$ cat config.mk
export PLATFORM = sky130hd
export DESIGN_NAME = fbx_rect_mover
export DESIGN_NICKNAME = d
export VERILOG_FILES = /design/src/rtl/fbx_pkg.sv /design/src/rtl/fbx_addr_gen.sv /design/src/rtl/fbx_wr_path.sv /design/src/rtl/fbx_rd_path.sv /design/src/rtl/fbx_rect_mover.sv
export SDC_FILE = /design/constraint.sdc
export NUM_CORES = 1
export LEC_CHECK = 0
export CORE_MARGIN = 2
export CORE_UTILIZATION = 35
export CTS_BUF_LIST = sky130_fd_sc_hd__clkbuf_4 sky130_fd_sc_hd__clkbuf_8 sky130_fd_sc_hd__clkbuf_16
export CTS_CLUSTER_DIAMETER = 60
export DETAILED_ROUTE_END_ITERATION = 12
export SETUP_SLACK_MARGIN = 0.4
export SLEW_MARGIN = 20
export SYNTH_ARGS = -nofsm -noshare
export SYNTH_HDL_FRONTEND = slang
export SYNTH_SLANG_ARGS = --single-unit
export TNS_END_PERCENT = 50
$ cat constraint.sdc
create_clock -name clk -period 2.5 [get_ports clk]
set_clock_uncertainty 0.1 [all_clocks]
set_input_delay 0.375 -clock clk [delete_from_list [all_inputs] [get_ports clk]]
set_output_delay 0.375 -clock clk [all_outputs]
set_load 0.1 [all_outputs]
$ cat src/rtl/fbx_pkg.sv
package fbx_pkg;
  typedef enum logic {
    DIR_WRITE = 1'b0,
    DIR_READ  = 1'b1
  } xfer_dir_e;

  typedef enum logic [1:0] {
    RD_LO,
    RD_HI,
    RD_CAP,
    RD_OUT
  } rd_phase_e;
endpackage

$ cat src/rtl/fbx_addr_gen.sv
module fbx_addr_gen #(
  parameter int XW = 10,
  parameter int YW = 9
) (
  input  logic              clk,
  input  logic              rst_n,
  input  logic              load,
  input  logic              step,
  input  logic [XW-1:0]     org_x,
  input  logic [YW-1:0]     org_y,
  input  logic [XW:0]       width,
  input  logic [YW:0]       height,
  output logic [XW+YW-1:0]  addr,
  output logic              row_end,
  output logic              last_px
);
  localparam int AW     = XW + YW;
  localparam int STRIDE = 1 << XW;

  // y*STRIDE + x is a plain concatenation because the stride is a power of two
  function automatic logic [AW-1:0] origin_of(input logic [XW-1:0] x, input logic [YW-1:0] y);
    return {y, x};
  endfunction

  // next row base, truncation to AW bits gives the framebuffer wrap
  function automatic logic [AW-1:0] next_row(input logic [AW-1:0] b);
    return b + AW'(STRIDE);
  endfunction

  logic [AW-1:0] row_base;
  logic [XW:0]   col;
  logic [YW:0]   row;
  logic [XW:0]   w_q;
  logic [YW:0]   h_q;

  assign addr    = row_base + AW'(col);
  assign row_end = (col + (XW+1)'(1)) == w_q;
  assign last_px = row_end && ((row + (YW+1)'(1)) == h_q);

  always_ff @(posedge clk) begin
    if (!rst_n) begin
      row_base <= '0;
      col      <= '0;
      row      <= '0;
      w_q      <= '0;
      h_q      <= '0;
    end else if (load) begin
      row_base <= origin_of(org_x, org_y);
      col      <= '0;
      row      <= '0;
      w_q      <= width;
      h_q      <= height;
    end else if (step) begin
      if (row_end) begin
        col      <= '0;
        row_base <= next_row(row_base);
        row      <= row + (YW+1)'(1);
      end else begin
        col <= col + (XW+1)'(1);
      end
    end
  end
endmodule

$ cat src/rtl/fbx_wr_path.sv
module fbx_wr_path #(
  parameter int HW = 16
) (
  input  logic          clk,
  input  logic          rst_n,
  input  logic          clr,
  input  logic          active,
  input  logic [2*HW-1:0] wr_data,
  input  logic          wr_valid,
  input  logic          last_px,
  output logic          wr_ready,
  output logic          fire,
  output logic          hi_cycle,
  output logic          fb_we,
  output logic [HW-1:0] fb_wdata
);
  logic          hi_pend;
  logic [HW-1:0] hi_buf;

  assign wr_ready = active && !hi_pend;
  assign fire     = wr_valid && wr_ready;
  assign hi_cycle = active && hi_pend;
  assign fb_we    = fire || hi_cycle;
  assign fb_wdata = fire ? wr_data[HW-1:0] : hi_buf;

  always_ff @(posedge clk) begin
    if (!rst_n) begin
      hi_pend <= 1'b0;
      hi_buf  <= '0;
    end else if (clr) begin
      hi_pend <= 1'b0;
    end else if (fire) begin
      hi_buf  <= wr_data[2*HW-1:HW];
      hi_pend <= !last_px;   // a word ending on its low half drops the upper half
    end else if (hi_cycle) begin
      hi_pend <= 1'b0;
    end
  end
endmodule

$ cat src/rtl/fbx_rd_path.sv
module fbx_rd_path
  import fbx_pkg::*;
#(
  parameter int HW = 16
) (
  input  logic            clk,
  input  logic            rst_n,
  input  logic            clr,
  input  logic            active,
  input  logic            last_px,
  input  logic [HW-1:0]   fb_rdata,
  input  logic            rd_ready,
  output logic            fb_re,
  output logic            step,
  output logic            rd_valid,
  output logic [2*HW-1:0] rd_data,
  output logic            word_done,
  output logic            fin
);
  rd_phase_e       ph;
  logic            fin_q;
  logic [HW-1:0]   lo_q;
  logic [2*HW-1:0] out_q;

  assign fb_re     = active && (ph == RD_LO || ph == RD_HI);
  // upper half is always fetched, but the position stops after the last pixel
  assign step      = active && (ph == RD_LO || (ph == RD_HI && !fin_q));
  assign rd_valid  = active && (ph == RD_OUT);
  assign rd_data   = out_q;
  assign word_done = rd_valid && rd_ready;
  assign fin       = fin_q;

  always_ff @(posedge clk) begin
    if (!rst_n) begin
      ph    <= RD_LO;
      fin_q <= 1'b0;
      lo_q  <= '0;
      out_q <= '0;
    end else if (clr) begin
      ph    <= RD_LO;
      fin_q <= 1'b0;
    end else if (active) begin
      case (ph)
        RD_LO: begin
          if (last_px) fin_q <= 1'b1;
          ph <= RD_HI;
        end
        RD_HI: begin
          lo_q <= fb_rdata;
          if (!fin_q && last_px) fin_q <= 1'b1;
          ph <= RD_CAP;
        end
        RD_CAP: begin
          out_q <= {fb_rdata, lo_q};
          ph    <= RD_OUT;
        end
        default: begin
          if (rd_ready) ph <= RD_LO;
        end
      endcase
    end
  end
endmodule

$ cat src/rtl/fbx_rect_mover.sv
module fbx_rect_mover
  import fbx_pkg::*;
#(
  parameter int XW = 10,
  parameter int YW = 9,
  parameter int HW = 16
) (
  input  logic              clk,
  input  logic              rst_n,
  input  logic              abort,
  input  logic              start,
  input  logic              dir,
  input  logic [XW-1:0]     org_x,
  input  logic [YW-1:0]     org_y,
  input  logic [XW:0]       width,
  input  logic [YW:0]       height,
  input  logic [2*HW-1:0]   wr_data,
  input  logic              wr_valid,
  output logic              wr_ready,
  output logic [2*HW-1:0]   rd_data,
  output logic              rd_valid,
  input  logic              rd_ready,
  output logic [XW+YW-1:0]  fb_addr,
  output logic              fb_we,
  output logic [HW-1:0]     fb_wdata,
  output logic              fb_re,
  input  logic [HW-1:0]     fb_rdata,
  output logic              busy,
  output logic              done
);
  logic      busy_q;
  logic      done_q;
  xfer_dir_e dir_q;

  // named internal events, also seen by the bound checker
  logic start_ok;
  logic wr_active;
  logic rd_active;
  logic clr;
  logic step;
  logic last_px;
  logic row_end;
  logic finish;
  logic wr_fire;
  logic wr_hi;
  logic rd_step;
  logic rd_word_done;
  logic rd_fin;

  assign start_ok  = start && !busy_q && !abort && (|width) && (|height);
  assign wr_active = busy_q && (dir_q == DIR_WRITE) && !abort;
  assign rd_active = busy_q && (dir_q == DIR_READ) && !abort;
  assign clr       = abort || !busy_q;
  assign step      = wr_fire || wr_hi || rd_step;
  assign finish    = ((wr_fire || wr_hi) && last_px) || (rd_word_done && rd_fin);

  fbx_addr_gen #(.XW(XW), .YW(YW)) i_addr (
    .clk     (clk),
    .rst_n   (rst_n),
    .load    (start_ok),
    .step    (step),
    .org_x   (org_x),
    .org_y   (org_y),
    .width   (width),
    .height  (height),
    .addr    (fb_addr),
    .row_end (row_end),
    .last_px (last_px)
  );

  fbx_wr_path #(.HW(HW)) i_wr (
    .clk      (clk),
    .rst_n    (rst_n),
    .clr      (clr),
    .active   (wr_active),
    .wr_data  (wr_data),
    .wr_valid (wr_valid),
    .last_px  (last_px),
    .wr_ready (wr_ready),
    .fire     (wr_fire),
    .hi_cycle (wr_hi),
    .fb_we    (fb_we),
    .fb_wdata (fb_wdata)
  );

  fbx_rd_path #(.HW(HW)) i_rd (
    .clk       (clk),
    .rst_n     (rst_n),
    .clr       (clr),
    .active    (rd_active),
    .last_px   (last_px),
    .fb_rdata  (fb_rdata),
    .rd_ready  (rd_ready),
    .fb_re     (fb_re),
    .step      (rd_step),
    .rd_valid  (rd_valid),
    .rd_data   (rd_data),
    .word_done (rd_word_done),
    .fin       (rd_fin)
  );

  always_ff @(posedge clk) begin
    if (!rst_n) begin
      busy_q <= 1'b0;
      done_q <= 1'b0;
      dir_q  <= DIR_WRITE;
    end else begin
      done_q <= finish && !abort;
      if (abort)         busy_q <= 1'b0;
      else if (start_ok) begin
        busy_q <= 1'b1;
        dir_q  <= xfer_dir_e'(dir);
      end else if (finish) busy_q <= 1'b0;
    end
  end

  assign busy = busy_q;
  assign done = done_q;
endmodule

==> key figures <==
Status
  • Status: finished, violations left
  • Failing checks: negative setup slack

Synth
  • Primary FF master, synth: dfxtp_1
  • Cell variety after synth: 60
  • Syn nets: 1013
  • Synthesis-stage register bit count: 132
  • Avg Cell Area, Syn: between 7 and 8 um2
  • Number of synthesized flops with an enable pin: 0
  • Mapped Cells: 899
  • Sequential fraction of the synthesis area: 39.2%
  • Ranking of synthesized cells by area: dfxtp_1 39%, nand2_1 14%, a21oi_1 8.8%
  • Synth top area share: around two fifths
  • Cell taking the most area after synthesis: dfxtp_1
  • Ys async rst share: 0%
  • Mapped cell area: 6740 um2
  • Yosys Warn Count: 0

Setup path
  • Worst EP required: around 2 ns
  • Flop2flop setup slack: -0.31 ns
  • Element type at the critical path end: primary output
  • CP startpoint kind: flop
  • Crit-path cells: ha_4 -> fa_2 -> a21o_1 -> a21oi_2 -> nand2b_4 -> a2111oi_4 -> buf_6 -> o21ai_4 -> xnor2_4 -> buf_12
  • R2R depth: 9
  • CP Class: flop to primary output
  • Reg-to-reg endpoint: i_addr.row[3]$_SDFFE_PP0P_
  • Critical path's slowest cell: dfxtp_4
  • CP arrival: 2.54 ns
  • Slowest stage delay, CP: 0.36 ns
  • Worst R2R Start: i_addr.col[0]$_SDFFE_PP0P_
  • CP Max Fanout: 4

Detailed routing
  • ANT nets after route: 0
  • Via-per-instance ratio: roughly 5.2
  • DRC Markers: 0
  • DR vias: ~7500
  • Initial DRC count: 466
  • Per-cell routed wire length: 16.3 um
  • Pre-antenna DRT Iters: 4
  • Post-Route WL: 23.5 mm

Placement
  • PortBufs: 167
  • Hpwl dp: 16.3 mm
  • Placed insts: 1378
  • Placer Congestion: 0.847

GRT
  • Initial antenna violation count: 0
  • First-pass GRT wire length: 37.4 mm
  • Vias in the first global route: 7221
  • Pin count of the biggest net entering global routing: 71
  • Total GRT Usage: 23.1%
  • Global route overflow: 0

STA
  • Worst-margin pin slew: about 0.77 ns
  • Tcrit/Tclk final: 121%
  • Min Tclk post-route: 3.01 ns
  • Final TNS setup: -10.70 ns
  • Final worst slack: -0.514 ns
  • # setup viols final: between 60 and 70
  • RSZ-0062 raised after global routing: yes
  • Slew Limit Fails: 0
  • Max transition margin: 48.7%
  • Maximum clock frequency: 332 MHz
  • Final-report hold violation count: 0

Clocking
  • Total CTS buffers: 17
  • Root Driver: clkbuf_16
  • Clock-pin slew on the worst setup and hold paths: around 0.07 ns
  • CTS H-tree lvls: 4
  • Clk_lat worst skew: between 0.4 and 0.5 ns
  • Hold Buf Count CTS: 0
  • Clock Tree Buf Depth: 2
  • CTS Sinks: about 130
  • CTS tree: done

Layout
  • Fin cells: 1442
  • Final layout net count: 1309
  • Post-layout util: 66.0%
  • # diodes: 0
  • Fraction of layout cells with a size suffix above 1: 36.5%
  • Area grow syn2layout: 83.8%

Die
  • Ports: ~170
  • Row count: 50
  • Chip height: 143 um
  • Die Wd: 143 um
  • Initial Util: a little over a third
  • Die area: 20400 um2
  • Core Region: 18800 um2

Power and ir drop
  • Leakage: ~4.7 nW
  • Power Dens Cells: 480 nW/um2
  • Final Power: 5.94 mW
  • Worst vdd ir: between 0.0004 and 0.0005 V

Min path
  • Hold_sp: height[0]
  • Hold Path Class: input pin to flop
  • WHS Endpoint: i_addr.h_q[0]$_SDFFE_PN0P_
  • Hold path depth: 4

Flow run
  • Max-cap violation count: 0
-- layout by cell type, fill, tap and decap left out, drive strengths merged, types with 6 or more instances in the layout --
cell type	n
nand2	254
nor2b	7
ha	18
or4	17
clkbuf	18
xor2	7
inv	20
o211ai	6
clkdlybuf4s50	86
nor4	12
nand4	9
a21o	9
nand3	46
a21oi	118
nor2	34
or3	7
buf	238
nor3	10
and2	6
xnor2	33
o31ai	11
o21ai	27
clkinv	7
dfxtp	132
-- per-stage QoR --
step / hold WS (ns) / cell area (um2) / setup slack [ns]
after floorplan: 0.332 / 7740 / -0.281
after global placement: 0.337 / 10800 / -0.619
after detailed placement: 0.343 / 10800 / -0.642
after CTS: 0.332 / 12100 / -0.571
after global routing: 0.265 / 12400 / -0.603
final: 0.229 / 12400 / -0.514
-- worst max path at each step --
| stage | startpoint | endpoint | slack [ns] | cells past startpoint |
|---|---|---|---|---|
| finish | i_addr.col[0]$_SDFFE_PP0P_ | fb_addr[18] | -0.51 | 10 |
| global route | i_addr.col[0]$_SDFFE_PP0P_ | fb_addr[18] | -0.60 | 10 |
| CTS | i_addr.col[0]$_SDFFE_PP0P_ | fb_addr[18] | -0.57 | 10 |
| detailed placement | height[4] | i_addr.row_base[14]$_SDFFE_PN0P_ | -0.64 | 8 |
| global placement | height[1] | i_addr.row_base[14]$_SDFFE_PN0P_ | -0.62 | 8 |
| floorplan | busy$_SDFFE_PP0P_ | fb_wdata[0] | -0.28 | 7 |
-- power by group --
group	internal [mW]	switching (mW)
sequential	2.14	0.0475
combinational	0.552	0.661
clock	1.36	1.18
-- synthesized netlist by cell type (all sizes together), types with 11 or more instances --
cell,instances
clkbuf,52
xnor2,33
o21ai,26
nand3,46
nand2,254
o31ai,11
ha,18
nor4,12
a21oi,118
nor2,34
inv,13
or4,17
dfxtp,132
-- critical path: cells and delay by family (launching register included) --
kind	cells	cell delay (ns)
xor gates and xnor gates	1	0.15
AOI/OAI and AO/OA	4	0.59
buffers and inverters	2	0.34
DFF	1	0.36
adders and majority gates	2	0.49
and+or+nand+nor	1	0.17
-- state kept, by name (all words and copies together) (netlist names) --
signal,count
i_rd.ph,2
i_addr.h_q,10
busy,1
i_addr.row_base,19
i_addr.col,11
i_rd.lo_q,16
i_addr.w_q,11
i_addr.row,10
dir_q,1
i_rd.rd_data,32
i_rd.fin,1
done,1
i_wr.hi_pend,1
i_wr.hi_buf,16
-- metal layers --
metal	global-route usage [%]	routed length (um)	vias up
met4	7.40	388	0
met1	30.2	10600	3513
met2	39.6	11700	192
met5	0	0	-
li1	-	-	3737
met3	3.12	860	25
-- cell families after synthesis --
kind of cell	Yosys count	synth area share, %
AND/OR/NAND/NOR	422	28.3
adder cells (fa/ha/maj)	19	3.64
buffers and inverters	71	4.20
flip-flops	132	39.2
AO/OA/AOI/OAI	210	18.7
multiplexers	5	0.743
XOR/XNOR	40	5.20
-- timing repair --
| item | in CTS | in global routing |
|---|---|---|
| setup endpoints to repair | 104 | 100 |
| resized for setup | 108 | 41 |
| hold endpoints to repair | 0 | 0 |
| pin swaps | 43 | 35 |
| cloned | 3 | 2 |
| buffers inserted | 19 | 8 |
-- final cells by class --
type,instances,area [um2]
Inverter,13,50.0
Sequential cell,132,2670
Fill cell,1561,6390
Multi-Input combinational cell,697,5310
Clock buffer,17,425
Clock inverter,15,183
Timing Repair Buffer,334,3450
Tap cell,234,293
No activity file was read; power rests on OpenSTA's default activity.
